<file path="src/rtl/pwm_sync_pkg.sv">
package pwm_sync_pkg;
  localparam int unsigned CTRL_W    = 8;
  localparam int unsigned ACT_W     = 12;
  localparam int unsigned N_EVT     = 6;
  localparam int unsigned N_NUM     = 3;
  localparam int unsigned CB_EN     = 0;
  localparam int unsigned CB_MODE   = 1;
  localparam int unsigned CB_DBG    = 2;
  localparam int unsigned CB_UPD0   = 3;
  localparam int unsigned CB_ACTUPD = 6;
  localparam logic [1:0]  SEL_ACT   = 2'd3;

  typedef enum logic [1:0] {UPD_IMM, UPD_LOCAL, UPD_GLOBAL} upd_pol_e;
  typedef enum logic [1:0] {ACT_NONE, ACT_INV, ACT_LOW, ACT_HIGH} act_e;

  function automatic upd_pol_e num_pol(logic b);
    return b ? UPD_GLOBAL : UPD_LOCAL;
  endfunction

  function automatic upd_pol_e act_pol(logic [1:0] code);
    case (code)
      2'd2:    return UPD_LOCAL;
      2'd3:    return UPD_GLOBAL;
      default: return UPD_IMM;  // code 1 reserved, treated as 0
    endcase
  endfunction

  function automatic logic apply_act(logic cur, logic [1:0] code);
    case (act_e'(code))
      ACT_INV:  return ~cur;
      ACT_LOW:  return 1'b0;
      ACT_HIGH: return 1'b1;
      default:  return cur;
    endcase
  endfunction
endpackage

</file>
<file path="src/rtl/pwm_shadow_reg.sv">
module pwm_shadow_reg
  import pwm_sync_pkg::*;
#(
  parameter int unsigned W = 16
) (
  input  logic         clk_i,
  input  logic         rst_ni,
  input  upd_pol_e     pol_i,
  input  logic         wr_i,
  input  logic [W-1:0] data_i,
  input  logic         zero_i,
  input  logic         sync_i,
  output logic [W-1:0] val_o
);
  logic [W-1:0] shad_q, act_q, act_d;
  logic         dirty_q, armed_q, xfer, imm_wr;

  assign xfer   = zero_i && ((pol_i == UPD_LOCAL  && dirty_q) ||
                             (pol_i == UPD_GLOBAL && armed_q));
  assign imm_wr = wr_i && (pol_i == UPD_IMM);
  assign act_d  = imm_wr ? data_i : (xfer ? shad_q : act_q);
  assign val_o  = act_d;  // value in force this cycle

  always_ff @(posedge clk_i or negedge rst_ni) begin
    if (!rst_ni) begin
      shad_q  <= '0;
      act_q   <= '0;
      dirty_q <= 1'b0;
      armed_q <= 1'b0;
    end else begin
      act_q <= act_d;
      if (wr_i) shad_q <= data_i;
      if (wr_i)      dirty_q <= !imm_wr;
      else if (xfer) dirty_q <= 1'b0;
      armed_q <= xfer ? 1'b0 : (armed_q | (sync_i & dirty_q));
    end
  end

  p_defer_only_at_zero_r5: assert property (@(posedge clk_i) disable iff (!rst_ni)
    !$stable(act_q) |-> $past(zero_i || (wr_i && pol_i == UPD_IMM)));

  p_global_needs_arm_r6: assert property (@(posedge clk_i) disable iff (!rst_ni)
    (!$stable(act_q) && $past(pol_i == UPD_GLOBAL)) |-> $past(armed_q));
endmodule

</file>
<file path="src/rtl/pwm_counter.sv">
module pwm_counter #(
  parameter int unsigned CNT_W = 16
) (
  input  logic             clk_i,
  input  logic             rst_ni,
  input  logic             en_i,
  input  logic             updown_i,
  input  logic             dbg_run_i,
  input  logic             dbg_halt_i,
  input  logic [CNT_W-1:0] load_i,
  output logic [CNT_W-1:0] cnt_o,
  output logic             dir_up_o,
  output logic             zero_o,
  output logic             fresh_o
);
  localparam logic [CNT_W-1:0] ONE = CNT_W'(1);

  logic [CNT_W-1:0] cnt_q, cnt_d;
  logic             up_q, up_d, held_q, halt;

  assign halt = en_i && !dbg_run_i && dbg_halt_i && (cnt_q == '0);

  always_comb begin
    cnt_d = cnt_q;
    up_d  = up_q;
    if (!en_i) begin
      cnt_d = '0;
      up_d  = 1'b1;
    end else if (halt) begin
      cnt_d = cnt_q;
    end else if (!updown_i) begin
      up_d  = 1'b1;
      cnt_d = (cnt_q == '0) ? load_i : cnt_q - ONE;
    end else if (up_q) begin
      if (cnt_q >= load_i) begin
        up_d  = 1'b0;
        cnt_d = (cnt_q == '0) ? '0 : cnt_q - ONE;
      end else begin
        cnt_d = cnt_q + ONE;
      end
    end else if (cnt_q == '0) begin
      up_d  = 1'b1;
      cnt_d = (load_i == '0) ? '0 : ONE;
    end else begin
      cnt_d = cnt_q - ONE;
    end
  end

  always_ff @(posedge clk_i or negedge rst_ni) begin
    if (!rst_ni) begin
      cnt_q  <= '0;
      up_q   <= 1'b1;
      held_q <= 1'b0;
    end else begin
      cnt_q  <= cnt_d;
      up_q   <= up_d;
      held_q <= halt;
    end
  end

  assign cnt_o    = cnt_q;
  assign dir_up_o = updown_i && up_q;
  assign zero_o   = en_i && (cnt_q == '0);
  assign fresh_o  = !held_q;

  p_down_step_r3: assert property (@(posedge clk_i) disable iff (!rst_ni)
    (en_i && !updown_i && cnt_q != '0) |=> (cnt_q == $past(cnt_q) - ONE));

  p_park_at_zero_r8: assert property (@(posedge clk_i) disable iff (!rst_ni)
    (en_i && !dbg_run_i && dbg_halt_i && cnt_q == '0) |=> (cnt_q == '0));

  p_debug_ignored_r9: assert property (@(posedge clk_i) disable iff (!rst_ni)
    (en_i && dbg_run_i && dbg_halt_i && !updown_i && cnt_q == '0 && load_i != '0)
      |=> (cnt_q == $past(load_i)));
endmodule

</file>
<file path="src/rtl/pwm_out_logic.sv">
module pwm_out_logic
  import pwm_sync_pkg::*;
#(
  parameter int unsigned CNT_W = 16
) (
  input  logic             clk_i,
  input  logic             rst_ni,
  input  logic             en_i,
  input  logic             fresh_i,
  input  logic             dir_up_i,
  input  logic [CNT_W-1:0] cnt_i,
  input  logic [CNT_W-1:0] load_i,
  input  logic [CNT_W-1:0] cmpa_i,
  input  logic [CNT_W-1:0] cmpb_i,
  input  logic [ACT_W-1:0] act_i,
  output logic             pwm_o
);
  logic [N_EVT-1:0] evt;
  logic             pwm_q, pwm_d, walk;

  assign evt[0] = (cnt_i == '0);
  assign evt[1] = (cnt_i == load_i);
  assign evt[2] = (cnt_i == cmpa_i) &&  dir_up_i;
  assign evt[3] = (cnt_i == cmpa_i) && !dir_up_i;
  assign evt[4] = (cnt_i == cmpb_i) &&  dir_up_i;
  assign evt[5] = (cnt_i == cmpb_i) && !dir_up_i;

  // ascending index = ascending priority
  always_comb begin
    walk = pwm_q;
    for (int i = 0; i < N_EVT; i++) begin
      if (evt[i]) walk = apply_act(walk, act_i[2*i +: 2]);
    end
    if (!en_i)         pwm_d = 1'b0;
    else if (fresh_i)  pwm_d = walk;
    else               pwm_d = pwm_q;
  end

  always_ff @(posedge clk_i or negedge rst_ni) begin
    if (!rst_ni) pwm_q <= 1'b0;
    else         pwm_q <= pwm_d;
  end

  assign pwm_o = pwm_q;

  p_b_beats_a_r10: assert property (@(posedge clk_i) disable iff (!rst_ni)
    (en_i && fresh_i && !dir_up_i && cnt_i == cmpb_i && act_i[11:10] == 2'd3) |=> pwm_o);

  p_held_output_r8: assert property (@(posedge clk_i) disable iff (!rst_ni)
    (en_i && !fresh_i) |=> $stable(pwm_o));
endmodule

</file>
<file path="src/rtl/pwm_sync_gen.sv">
module pwm_sync_gen
  import pwm_sync_pkg::*;
#(
  parameter int unsigned CNT_W = 16
) (
  input  logic              clk_i,
  input  logic              rst_ni,
  input  logic              ctrl_wr_i,
  input  logic [CTRL_W-1:0] ctrl_i,
  input  logic              reg_wr_i,
  input  logic [1:0]        reg_sel_i,
  input  logic [CNT_W-1:0]  reg_data_i,
  input  logic              sync_req_i,
  input  logic              dbg_halt_i,
  output logic [CNT_W-1:0]  cnt_o,
  output logic              pwm_o
);
  logic [CTRL_W-1:0] ctrl_q;
  logic [CNT_W-1:0]  num_val [N_NUM];
  logic [ACT_W-1:0]  act_val;
  logic              zero, dir_up, fresh, en;

  always_ff @(posedge clk_i or negedge rst_ni) begin
    if (!rst_ni)        ctrl_q <= '0;
    else if (ctrl_wr_i) ctrl_q <= ctrl_i;
  end

  assign en = ctrl_q[CB_EN];

  // 0: period, 1: compare A, 2: compare B
  for (genvar g = 0; g < N_NUM; g++) begin : g_num
    pwm_shadow_reg #(.W(CNT_W)) u_shadow (
      .clk_i  (clk_i),
      .rst_ni (rst_ni),
      .pol_i  (num_pol(ctrl_q[CB_UPD0+g])),
      .wr_i   (reg_wr_i && reg_sel_i == 2'(g)),
      .data_i (reg_data_i),
      .zero_i (zero),
      .sync_i (sync_req_i),
      .val_o  (num_val[g])
    );
  end

  pwm_shadow_reg #(.W(ACT_W)) u_act_shadow (
    .clk_i  (clk_i),
    .rst_ni (rst_ni),
    .pol_i  (act_pol(ctrl_q[CB_ACTUPD +: 2])),
    .wr_i   (reg_wr_i && reg_sel_i == SEL_ACT),
    .data_i (reg_data_i[ACT_W-1:0]),
    .zero_i (zero),
    .sync_i (sync_req_i),
    .val_o  (act_val)
  );

  pwm_counter #(.CNT_W(CNT_W)) u_counter (
    .clk_i      (clk_i),
    .rst_ni     (rst_ni),
    .en_i       (en),
    .updown_i   (ctrl_q[CB_MODE]),
    .dbg_run_i  (ctrl_q[CB_DBG]),
    .dbg_halt_i (dbg_halt_i),
    .load_i     (num_val[0]),
    .cnt_o      (cnt_o),
    .dir_up_o   (dir_up),
    .zero_o     (zero),
    .fresh_o    (fresh)
  );

  pwm_out_logic #(.CNT_W(CNT_W)) u_out (
    .clk_i    (clk_i),
    .rst_ni   (rst_ni),
    .en_i     (en),
    .fresh_i  (fresh),
    .dir_up_i (dir_up),
    .cnt_i    (cnt_o),
    .load_i   (num_val[0]),
    .cmpa_i   (num_val[1]),
    .cmpb_i   (num_val[2]),
    .act_i    (act_val),
    .pwm_o    (pwm_o)
  );

  p_idle_when_off_r2: assert property (@(posedge clk_i) disable iff (!rst_ni)
    !en |=> (cnt_o == '0 && !pwm_o));

  p_cnt_bounded_r4: assert property (@(posedge clk_i) disable iff (!rst_ni)
    en |-> (cnt_o <= num_val[0]));

  p_act_immediate_r7: assert property (@(posedge clk_i) disable iff (!rst_ni)
    (reg_wr_i && reg_sel_i == SEL_ACT && !ctrl_q[CB_ACTUPD+1])
      |-> (act_val == reg_data_i[ACT_W-1:0]));
endmodule

</file>
<file path="config.mk">
export PLATFORM = sky130hd
export DESIGN_NAME = pwm_sync_gen
export DESIGN_NICKNAME = d
export VERILOG_FILES = /design/src/rtl/pwm_sync_pkg.sv /design/src/rtl/pwm_shadow_reg.sv /design/src/rtl/pwm_counter.sv /design/src/rtl/pwm_out_logic.sv /design/src/rtl/pwm_sync_gen.sv
export SDC_FILE = /design/constraint.sdc
export NUM_CORES = 1
export LEC_CHECK = 0
export ABC_CLOCK_PERIOD_IN_PS = 8900
export BUFFER_PORTS_ARGS = -buffer_cell sky130_fd_sc_hd__buf_2
export CAP_MARGIN = 20
export CORE_ASPECT_RATIO = 0.75
export CORE_UTILIZATION = 65
export DETAILED_ROUTE_END_ITERATION = 10
export PLACE_DENSITY = 0.91
export SYNTH_ARGS = -nofsm -noshare
export SYNTH_HDL_FRONTEND = slang
export SYNTH_SLANG_ARGS = --single-unit
</file>
<file path="constraint.sdc">
create_clock -name clk_i -period 8.9 [get_ports clk_i]
set_clock_uncertainty 0.1 [all_clocks]
set_input_delay 0.445 -clock clk_i [delete_from_list [all_inputs] [get_ports clk_i]]
set_output_delay 0.445 -clock clk_i [all_outputs]
set_load 0.01 [all_outputs]
</file>
==> impl_metrics.env <==
export IMPL_status="finished, violations left"
export IMPL_violations="negative hold slack"
export IMPL_start_util_pct=67.6
export IMPL_grt_max_degree=85
export IMPL_ant_nets=0
export IMPL_max_slew_margin_rel_pct=29.5
export IMPL_cts_sinks=155
export IMPL_wirelength_mm=24.4
export IMPL_worst_setup_path_end_kind="register"
export IMPL_io_buffers=48
export IMPL_gr_usage_all_layers_pct=38.9
export IMPL_drt_iter0_markers=673
export IMPL_place_hpwl_mm=17.1
export IMPL_yosys_cell_count_top_type="dfrtp_1"
export IMPL_viasPerCell=6.69
export IMPL_grt_pass1_vias=6874
export IMPL_power_density_nw_per_um2=354
export IMPL_hold_buffers=0
export IMPL_syn_area_um2=8410
export IMPL_dpl_instance_area_um2=8750
export IMPL_root_buffer="clkbuf_16"
export IMPL_worst_pin_slew_ps=1050
export IMPL_maxSlewViolCount=0
export IMPL_leakage_nw=4.29
export IMPL_rsz0062_at_grt="false"
export IMPL_cts_buffers_inserted=17
export IMPL_firstDrtPassIters=5
export IMPL_synth_cell_types=72
export IMPL_crit_required_ps=9060
export IMPL_period_share_pct=81.6
export IMPL_die_h_um=101
export IMPL_start_kind="register"
export IMPL_cp_data_arrival_time_ps=7410
export IMPL_syn_num_nets=849
export IMPL_core_area_um2=12400
export IMPL_critical_path_class="reg2reg"
export IMPL_cp_max_fo=19
export IMPL_hold_class="in2async"
export IMPL_syn_inst=799
export IMPL_critPathLaunch="u_counter.cnt_o[0]"
export IMPL_h_tree_depth=4
export IMPL_ys_top_cells_by_area="dfrtp_1 46%, mux2_2 12%, mux2i_1 3.7%"
export IMPL_async_flop_share_pct=100
export IMPL_rr_startpoint="u_counter.cnt_o[0]"
export IMPL_cp_slowest_cell="nand3_1"
export IMPL_final_area_um2=9330
export IMPL_syn_avg_cell_area_um2=10.5
export IMPL_ys_seq_area_share_pct=46.1
export IMPL_vdd_drop_max_uv=202
export IMPL_synth_edff_count=0
export IMPL_fin_ws_ps=1640
export IMPL_cts_tree="built"
export IMPL_synth_top_area_share_pct=45.8
export IMPL_grt_ovfl_total=0
export IMPL_syn_to_final_growth_pct=10.9
export IMPL_post_route_min_period_ps=7260
export IMPL_crit_top_cell="o21a_1"
export IMPL_max_clock_path_buffers=2
export IMPL_fill_cells=840
export IMPL_die_width_um=133
export IMPL_nNetsFinal=882
export IMPL_cts_resized=0
export IMPL_synth_common_cells="154 x dfrtp_1, 89 x mux2_2, 79 x nand2_1, 39 x nor2_1, 38 x inv_1"
export IMPL_path_cells="inv_1, ha_1, nor3b_4, nand2_2, or2_1, nor3_4, nand3_1, mux2i_1, ha_1, nor2b_1, o21a_1, o21a_1, o21a_1, o21a_1, o21a_1, o21a_1, o21ai_1, and2_0, o31ai_1, a222oi_1, a211oi_1"
export IMPL_whs_ps=-37.8
export IMPL_core_rowCount=35
export IMPL_antenna_found_initial=0
export IMPL_worstSkewPairLatency_ps=420
export IMPL_cts_setup_buffers=0
export IMPL_dp_slack_ps=1750
export IMPL_gp_congestion=0.953
export IMPL_drive_above_1_share_pct=22.8
export IMPL_fin_tns_setup_ps=0
export IMPL_multi_input_area_um2=4220
export IMPL_setup_violations_final=0
export IMPL_maxCapViolCount=0
export IMPL_clk_pin_slew_ps=60
export IMPL_ys_warn_count=0
export IMPL_synth_seq_cells=155
export IMPL_grt_first_pass_wirelength_mm=38.4
export IMPL_dieArea_um2=13400
export IMPL_synth_ff_type="dfrtp_1"
export IMPL_vias=6767
export IMPL_synth_top_area_cell="dfrtp_1"
export IMPL_pin_count=49
export IMPL_diodes=0
export IMPL_seq_area_um2=3880
export IMPL_avgRoutedWirePerCell_um=24.2
export IMPL_clock_fmax_mhz=138
export IMPL_drc=0
export IMPL_finalHoldViolCount=33
export IMPL_cp_slowest_stage_delay_ps=790
[final cells by class]
type                    count  share of cell area, %
flip-flops and latches    155                   41.6
clock inverters            10                   1.13
well taps                 166                   2.23
repair buffers             54                   3.12
multi-input cells         564                   45.3
inverters                  40                   1.61
clock buffers              22                   5.08
[state kept, by name, indices dropped and copies added, names as in the netlist]
register and cells:
u_out.pwm_o 1, u_counter.up_q 1, ctrl_q 8, u_act_shadow.shad_q 12, u_counter.cnt_o 16, g_num.u_shadow.dirty_q 3
g_num.u_shadow.shad_q 48, u_act_shadow.act_q 12, u_counter.held_q 1, g_num.u_shadow.act_q 48, u_act_shadow.dirty_q 1, u_act_shadow.armed_q 1
g_num.u_shadow.armed_q 3
[worst paths after layout]
path                                          endpoint  slack, ps  cells past startpoint
max                                 u_counter.cnt_o[3]       1640                     21
min                        g_num[1].u_shadow.shad_q[2]        -40                      1
max reg2reg                         u_counter.cnt_o[3]       1640                     21
min reg2reg                g_num[1].u_shadow.act_q[10]        390                      2
max in group asynchronous  g_num[2].u_shadow.act_q[12]       7310                      2
min in group clk_i                           ctrl_q[1]        150                      3
[metrics by stage]
step	hold WS, ps	utilization [%]	total power, mW	std cells
2_1_floorplan	49.4	-	2.12	799
3_3_place_gp	365	70.4	2.48	979
3_5_place_dp	376	70.4	2.54	979
4_1_cts	1.28	75.0	3.27	1011
5_1_grt	25.9	75.0	3.48	1011
6_report	-37.8	75.0	3.30	1011
[logic make-up (layout without fill, tap and decap cells)]
logic type / Yosys count / count (layout) / share of synthesized area [%]
and+or+nand+nor: 231 / 231 / 14.6
DFF: 155 / 155 / 46.1
AOI/OAI and AO/OA: 135 / 135 / 10.9
muxes: 121 / 121 / 15.7
buffers and inverters: 80 / 126 / 3.81
xor gates and xnor gates: 59 / 59 / 6.14
adders and majority gates: 18 / 18 / 2.68
[metal layers]
metal / vias to the layer above / global-route usage [%] / routed length [µm]
li1: 2914 / - / -
met1: 3363 / 49.8 / 9680
met2: 402 / 60.8 / 11200
met3: 88 / 11.8 / 2580
met4: 0 / 19.0 / 941
met5: - / 0 / 0
[power by group]
| group | leakage [nW] | internal [mW] | total, mW | switching, mW |
|---|---|---|---|---|
| Clock | 0.275 | 0.413 | 0.716 | 0.303 |
| Combinational | 2.13 | 0.578 | 1.40 | 0.817 |
| Sequential | 1.88 | 0.926 | 1.19 | 0.266 |
| Total | 4.29 | 1.92 | 3.30 | 1.39 |
[critical path, delay by kind of cell, from the launching register on]
| family | cells | cell delay, ps |
|---|---|---|
| AO/OA/AOI/OAI | 10 | 2060 |
| adder cells (fa/ha/maj) | 2 | 600 |
| buffers and inverters | 1 | 360 |
| flip-flops | 1 | 540 |
| multiplexers | 1 | 560 |
| AND/OR/NAND/NOR | 7 | 2850 |
[placed cells by master (no fill, tap or decap), drive strengths merged, types with 3 or more instances in the layout]
cell and count:
clkbuf 22, o211ai 9, nor2b 8, buf 54, a2111oi 5, nand2b 5, nor4 10, and3 6
nor2 39, nand4 16, or2 4, a22oi 4, clkinv 3, o22ai 7, o31ai 4, a211oi 8
inv 43, mux2 90, xor2 33, nand2 80, clkinvlp 3, or3 5, mux2i 31, ha 18
dfrtp 154, or4 6, nor3b 4, xnor2 26, a31oi 7, o21a 8, a21o 4, a21oi 28
o21ai 29, nand3b 4, nor3 17, o221ai 4, nand3 21
Power figures use the tool's default switching activity.
